## config.mk

```make
export PLATFORM = sky130hd
export DESIGN_NAME = wdt_tap
export DESIGN_NICKNAME = d
export VERILOG_FILES = /design/src/rtl/wdt_tap_pkg.sv /design/src/rtl/wdt_subsync.sv /design/src/rtl/wdt_chain.sv /design/src/rtl/wdt_tapmux.sv /design/src/rtl/wdt_core.sv /design/src/rtl/wdt_tap.sv
export SDC_FILE = /design/constraint.sdc
export NUM_CORES = 1
export LEC_CHECK = 0
export BUFFER_PORTS_ARGS = -buffer_cell sky130_fd_sc_hd__buf_2
export CORE_ASPECT_RATIO = 2
export CORE_MARGIN = 1.5
export CORE_UTILIZATION = 64
export DETAILED_ROUTE_END_ITERATION = 16
export GPL_TIMING_DRIVEN = 0
export PLACE_DENSITY = 0.83
export SYNTH_ARGS = -nofsm -noshare
export SYNTH_HDL_FRONTEND = slang
export SYNTH_SLANG_ARGS = --single-unit
```

## constraint.sdc

```tcl
create_clock -name clk_i -period 3.9 [get_ports clk_i]
set_input_delay 0.78 -clock clk_i [delete_from_list [all_inputs] [get_ports clk_i]]
set_output_delay 0.78 -clock clk_i [all_outputs]
set_load 0.05 [all_outputs]
```

## src/rtl/wdt_tap_pkg.sv

```systemverilog
package wdt_tap_pkg;

   // number of selectable taps per prescaler chain
   localparam int unsigned NTAP   = 4;
   localparam int unsigned TSEL_W = $clog2(NTAP);
   localparam int unsigned CFG_W  = TSEL_W + 1;

   // which chain supplies the watchdog carry
   typedef enum logic {
      SRC_SUB  = 1'b0,
      SRC_MAIN = 1'b1
   } wdt_src_e;

   typedef struct packed {
      wdt_src_e            src;
      logic [TSEL_W-1:0]   tap;
   } wdt_cfg_t;

   // value at which the next carry fires the reset
   localparam logic [1:0] CNT_LAST = 2'd3;

endpackage

```

## src/rtl/wdt_subsync.sv

```systemverilog
module wdt_subsync #(
   parameter int unsigned STAGES = 2
) (
   input  logic clk_i,
   input  logic rst_ni,
   input  logic async_i,
   output logic rise_o
);

   logic [STAGES-1:0] sync_q;
   logic              last_q;

   initial begin
      assert (STAGES >= 2) else $error("wdt_subsync: STAGES must be at least 2");
   end

   generate
      if (STAGES == 2) begin : g_two
         always_ff @(posedge clk_i) begin
            if (!rst_ni) begin
               sync_q <= '0;
            end else begin
               sync_q <= {sync_q[0], async_i};
            end
         end
      end else begin : g_deep
         always_ff @(posedge clk_i) begin
            if (!rst_ni) begin
               sync_q <= '0;
            end else begin
               sync_q <= {sync_q[STAGES-2:0], async_i};
            end
         end
      end
   endgenerate

   always_ff @(posedge clk_i) begin
      if (!rst_ni) begin
         last_q <= 1'b0;
      end else begin
         last_q <= sync_q[STAGES-1];
      end
   end

   assign rise_o = sync_q[STAGES-1] & ~last_q;

   // a rising edge produces a single-cycle tick (feeds R5)
   p_tick_single_r5: assert property (@(posedge clk_i) disable iff (!rst_ni)
      rise_o |=> !rise_o);

endmodule

```

## src/rtl/wdt_chain.sv

```systemverilog
module wdt_chain
   import wdt_tap_pkg::*;
#(
   parameter int unsigned TAPS [NTAP] = '{1, 2, 3, 4}
) (
   input  logic            clk_i,
   input  logic            rst_ni,
   input  logic            tick_i,
   input  logic            clr_i,
   output logic [NTAP-1:0] carry_o
);

   localparam int unsigned W = TAPS[NTAP-1];

   logic [W-1:0] cnt_q;

   initial begin
      assert (TAPS[0] >= 1) else $error("wdt_chain: first tap must be at least 1");
      for (int i = 1; i < NTAP; i++) begin
         assert (TAPS[i] > TAPS[i-1]) else $error("wdt_chain: taps must ascend");
      end
   end

   always_ff @(posedge clk_i) begin
      if (!rst_ni) begin
         cnt_q <= '0;
      end else if (clr_i) begin
         cnt_q <= '0;
      end else if (tick_i) begin
         cnt_q <= cnt_q + W'(1);
      end
   end

   // stage k carries when its low k bits are about to wrap
   generate
      for (genvar i = 0; i < NTAP; i++) begin : g_tap
         assign carry_o[i] = tick_i & ~clr_i & (&cnt_q[TAPS[i]-1:0]);
      end
   endgenerate

   p_clr_zero_r7: assert property (@(posedge clk_i) disable iff (!rst_ni)
      clr_i |=> cnt_q == '0);

   p_tick_step_r4: assert property (@(posedge clk_i) disable iff (!rst_ni)
      !clr_i && tick_i |=> cnt_q == $past(cnt_q) + W'(1));

   p_hold_r4: assert property (@(posedge clk_i) disable iff (!rst_ni)
      !clr_i && !tick_i |=> $stable(cnt_q));

endmodule

```

## src/rtl/wdt_tapmux.sv

```systemverilog
module wdt_tapmux
   import wdt_tap_pkg::*;
(
   input  logic [NTAP-1:0] main_carry_i,
   input  logic [NTAP-1:0] sub_carry_i,
   input  wdt_cfg_t        cfg_i,
   output logic            carry_o
);

   always_comb begin
      if (cfg_i.src == SRC_MAIN) begin
         carry_o = main_carry_i[cfg_i.tap];
      end else begin
         carry_o = sub_carry_i[cfg_i.tap];
      end
   end

endmodule

```

## src/rtl/wdt_core.sv

```systemverilog
module wdt_core
   import wdt_tap_pkg::*;
#(
   parameter int unsigned RST_W = 4
) (
   input  logic     clk_i,
   input  logic     rst_ni,
   input  logic     we_i,
   input  wdt_cfg_t wdata_i,
   input  logic     kick_i,
   input  logic     carry_i,
   output wdt_cfg_t cfg_o,
   output logic     rst_o
);

   localparam int unsigned PW = $clog2(RST_W + 1);
   localparam int unsigned HW = $clog2(RST_W + 2);

   logic          active_q;
   wdt_cfg_t      cfg_q;
   logic [1:0]    cnt_q;
   logic [PW-1:0] pls_q;

   always_ff @(posedge clk_i) begin
      if (!rst_ni) begin
         active_q <= 1'b0;
         cfg_q    <= '0;
         cnt_q    <= '0;
         pls_q    <= '0;
      end else begin
         if (pls_q != '0) begin
            pls_q <= pls_q - PW'(1);
         end
         if (!active_q) begin
            if (we_i) begin
               active_q <= 1'b1;
               cfg_q    <= wdata_i;
               cnt_q    <= '0;
            end
         end else if (kick_i) begin
            cnt_q <= '0;
         end else if (carry_i) begin
            if (cnt_q == CNT_LAST) begin
               active_q <= 1'b0;
               cnt_q    <= '0;
               pls_q    <= PW'(RST_W);
            end else begin
               cnt_q <= cnt_q + 2'd1;
            end
         end
      end
   end

   assign cfg_o = cfg_q;
   assign rst_o = (pls_q != '0);

   // run length of the reset pulse, for the width check only
   logic [HW-1:0] hi_run_q;
   always_ff @(posedge clk_i) begin
      if (!rst_ni) begin
         hi_run_q <= '0;
      end else if (rst_o) begin
         hi_run_q <= hi_run_q + HW'(1);
      end else begin
         hi_run_q <= '0;
      end
   end

   p_idle_zero_r1: assert property (@(posedge clk_i) disable iff (!rst_ni)
      !active_q |-> cnt_q == 2'd0);

   p_wr_arms_r2: assert property (@(posedge clk_i) disable iff (!rst_ni)
      !active_q && we_i |=> active_q && cfg_q == $past(wdata_i) && cnt_q == 2'd0);

   p_cfg_locked_r3: assert property (@(posedge clk_i) disable iff (!rst_ni)
      active_q && $past(active_q) |-> $stable(cfg_q));

   p_step_r4: assert property (@(posedge clk_i) disable iff (!rst_ni)
      active_q && !kick_i && carry_i && cnt_q != CNT_LAST |=> cnt_q == $past(cnt_q) + 2'd1);

   p_kick_zero_r6: assert property (@(posedge clk_i) disable iff (!rst_ni)
      active_q && kick_i |=> active_q && cnt_q == 2'd0);

   p_pulse_len_r8: assert property (@(posedge clk_i) disable iff (!rst_ni)
      $fell(rst_o) |-> hi_run_q == HW'(RST_W));

   p_rise_disarmed_r9: assert property (@(posedge clk_i) disable iff (!rst_ni)
      $rose(rst_o) |-> !active_q);

endmodule

```

## src/rtl/wdt_tap.sv

```systemverilog
module wdt_tap
   import wdt_tap_pkg::*;
#(
   parameter int unsigned MAIN_TAPS [NTAP] = '{12, 14, 16, 19},
   parameter int unsigned SUB_TAPS  [NTAP] = '{10, 13, 14, 15},
   parameter int unsigned RST_W            = 4,
   parameter int unsigned SYNC_STAGES      = 2
) (
   input  logic             clk_i,
   input  logic             rst_ni,
   input  logic             sclk_i,
   input  logic             cfg_we_i,
   input  logic [CFG_W-1:0] cfg_wdata_i,
   input  logic             kick_i,
   input  logic             tb_clr_i,
   output logic             wdt_rst_o
);

   initial begin
      assert (RST_W >= 1) else $error("wdt_tap: RST_W must be at least 1");
      assert (SYNC_STAGES >= 2) else $error("wdt_tap: SYNC_STAGES must be at least 2");
   end

   logic            sub_tick;
   logic [NTAP-1:0] main_carry;
   logic [NTAP-1:0] sub_carry;
   logic            carry;
   wdt_cfg_t        cfg;

   wdt_subsync #(.STAGES(SYNC_STAGES)) u_sync (
      .clk_i   (clk_i),
      .rst_ni  (rst_ni),
      .async_i (sclk_i),
      .rise_o  (sub_tick)
   );

   wdt_chain #(.TAPS(MAIN_TAPS)) u_tb_chain (
      .clk_i   (clk_i),
      .rst_ni  (rst_ni),
      .tick_i  (1'b1),
      .clr_i   (tb_clr_i),
      .carry_o (main_carry)
   );

   wdt_chain #(.TAPS(SUB_TAPS)) u_wt_chain (
      .clk_i   (clk_i),
      .rst_ni  (rst_ni),
      .tick_i  (sub_tick),
      .clr_i   (1'b0),
      .carry_o (sub_carry)
   );

   wdt_tapmux u_mux (
      .main_carry_i (main_carry),
      .sub_carry_i  (sub_carry),
      .cfg_i        (cfg),
      .carry_o      (carry)
   );

   wdt_core #(.RST_W(RST_W)) u_core (
      .clk_i   (clk_i),
      .rst_ni  (rst_ni),
      .we_i    (cfg_we_i),
      .wdata_i (wdt_cfg_t'(cfg_wdata_i)),
      .kick_i  (kick_i),
      .carry_i (carry),
      .cfg_o   (cfg),
      .rst_o   (wdt_rst_o)
   );

   // while the time-base chain is held in restart, the main source cannot fire
   p_tbclr_blocks_r7: assert property (@(posedge clk_i) disable iff (!rst_ni)
      tb_clr_i && cfg.src == SRC_MAIN && !wdt_rst_o |=> !$rose(wdt_rst_o));

endmodule

```

==> metrics.txt <==
antenna violations before repair=0; RD Place Congestion=0.768; design area=0.00233 mm²; FF+latch area=921 µm²; crit path cell chain=inv_1 -> ha_1 -> nor2b_1 -> inv_1 -> buf_2; PD cells=402 mW/mm²; Final #Nets=256; Max Root-Sink Buffers=2; Worst-path clk slew=90 ps; post-synth top area share=43.8%; commonest non-fill, non-tap cell in the layout=dfxtp_1; synthesized area per cell=9.30 µm²; H-Tree Depth=2; Final setup viols=0; Worst Setup End Kind=output port; Iteration-0 DRC Markers=20; initial cell density of the core=66.6%; total iterations of the first detailed-routing run=4; Layout Skew=8.21 ps; Cell variety after synth=33; Slew @ Worst Pin=502 ps; Data required, critical path=3120 ps; DP Wirelength=2620 µm; Area Overhead vs Synth=10.8%; Hold WC Path Type=register to register; Critical Path Most Common Cell=inv_1; number of global-route vias before repair=1571; Netlist Area Pre-Place=0.00210 mm²; Area contributors post-synth=dfxtp_1, xnor2_1, xor2_1; Critical Path AT=1400 ps; hold_buf cts=0; final hold vios=0; gr usage total=23.2%; setup TNS=0 ps; CTS sink count=46; Final period util=55.9%; vias per std cell=5.65; largest net degree at the start of global routing=15; Vias=1548; layout cells sized above 1=12.8%; worst hold path depth=1; DRC errors left=0; I/O pins=10; placed instance area=0.00219 mm²; Synth Instances=226; status=finished, final reports clean; gr ovfl total=0; Hold WS=448 ps; RSZ-0062 raised after global routing=no; Port Buffer Count=9; Detail Route Antenna Nets=0; max cap viols=0; register area share after synthesis=43.8%; first-pass GRT wire length=6550 µm; num rows=29; n_diodes=0; crit-path max FO=4; FMAX=459 MHz; net count after synthesis=240; Slowest Stage Delay on Critical Path=330 ps; area of the multi-input gates=0.00113 mm²; final wirelength=3720 µm; flops & latches, synth=46; WS Path Type=register to output port; Die Ht=84.1 µm; DIE AREA=0.00366 mm²; Tmin final=2180 ps; die width=43.5 µm; leak pwr=0.934 nW; TritonCTS clock tree=built; relative slew slack=66.4%; Synth area leader=dfxtp_1; slowest CP cell=dfxtp_1; setup bufs post-CTS=0; Slew Limit Fails=0; TritonCTS Buffers=5; crit path launch type=register; CTS Root Cell=clkbuf_8; Synth Warn #=0; Core Region=0.00316 mm²; Avg WL per Cell=13.6 µm; Skew-Pair Late Insertion Delay=290 ps; r2r worst-path depth=6; IR drop worst, VDD=0.000369 V; post-CTS sizing=0; fillers=266; Final Util=73.8%; most frequent cells in the layout=dfxtp_1, nor2_1, and2_1
[worst max-delay path, delay by kind of cell (launching register included)]
kind | cells | cell delay, ps
adders and majority gates | 1 | 160
buffers and inverters | 3 | 350
DFF | 1 | 330
and+or+nand+nor | 1 | 280
[sequential cells by signal (all words and copies together), names as in the netlist]
signal and cells:
u_core.cnt_q 2, u_wt_chain.cnt_q 15, u_sync.last_q 1, u_core.pls_q 3, u_core.active_q 1, u_tb_chain.cnt_q 19, u_sync.sync_q 2, u_core.cfg_o 3
[layout make-up]
class / instances / area share, %
multi-input cells: 168 / 48.6
flip-flops and latches: 46 / 39.5
clock buffers: 6 / 3.55
clock inverters: 2 / 2.58
repair buffers: 9 / 1.93
well taps: 31 / 1.67
plain buffers: 7 / 1.34
inverters: 5 / 0.806
[report_power, final]
group          internal [W]  total [W]  switching [W]
Clock              0.000273   0.000427       0.000154
Sequential         0.000475   0.000479     0.00000375
Combinational     0.0000124  0.0000292      0.0000168
Total              0.000760   0.000935       0.000175
[synth_stat cells]
| master | number |
|---|---|
| dfxtp_1 | 46 |
| nor2_1 | 24 |
| and2_1 | 17 |
| xnor2_1 | 15 |
| xor2_1 | 15 |
| nand3_1 | 14 |
| nand2_1 | 13 |
| nor2b_1 | 10 |
| and3_1 | 8 |
| nand4_1 | 7 |
| and4_1 | 6 |
| a21oi_1 | 5 |
| clkbuf_1 | 5 |
| ha_1 | 5 |
| inv_1 | 5 |
| o21ai_0 | 5 |
| mux2i_1 | 3 |
| a21o_1 | 2 |
| a221o_2 | 2 |
| and3_2 | 2 |
| and4_4 | 2 |
| nand2b_1 | 2 |
| or3_2 | 2 |
| or4_1 | 2 |
| a211o_1 | 1 |
| and3b_1 | 1 |
| buf_2 | 1 |
| buf_4 | 1 |
| mux2_2 | 1 |
| nand4_4 | 1 |
| o211a_1 | 1 |
| o211ai_2 | 1 |
| or3_4 | 1 |
[path summary, 6_finish.rpt]
check	from	endpoint	slack (ps)
worst min-delay path	u_sync.sync_q[0]$_SDFF_PN0_	u_sync.sync_q[1]$_SDFF_PN0_	450
worst max-delay path	u_core.pls_q[0]$_SDFF_PN0_	wdt_rst_o	1720
worst min register to register	u_sync.sync_q[0]$_SDFF_PN0_	u_sync.sync_q[1]$_SDFF_PN0_	450
worst max register to register	u_tb_chain.cnt_q[0]$_SDFF_PP0_	u_core.active_q$_SDFF_PN0_	1930
[per-stage QoR]
| stage | total power [W] | instances | setup slack (ps) |
|---|---|---|---|
| after global placement | 0.000518 | 266 | 1880 |
| final | 0.000935 | 274 | 1720 |
| after CTS | 0.000946 | 274 | 1700 |
| after floorplan | 0.000508 | 226 | 2040 |
| after detailed placement | 0.000519 | 266 | 1870 |
| after global routing | 0.000963 | 274 | 1580 |
[cell families (layout without fill, tap and decap cells)]
group | count (synthesis) | in the layout | share of synthesized area (%)
AND/OR/NAND/NOR | 112 | 112 | 30.7
flip-flops | 46 | 46 | 43.8
XOR/XNOR | 30 | 30 | 12.5
AO/OA/AOI/OAI | 17 | 17 | 5.65
buffers and inverters | 12 | 29 | 2.38
adder cells (fa/ha/maj) | 5 | 5 | 2.98
multiplexers | 4 | 4 | 1.96
[metal layers]
metal | up-vias | wire length, µm | GRT usage [%]
li1 | 801 | - | -
met1 | 723 | 1520 | 24.5
met2 | 18 | 2080 | 42.5
met3 | 6 | 68 | 3.90
met4 | 0 | 57 | 9.92
met5 | - | 0 | 0
Note: power is estimated with default switching activity, not from simulation.
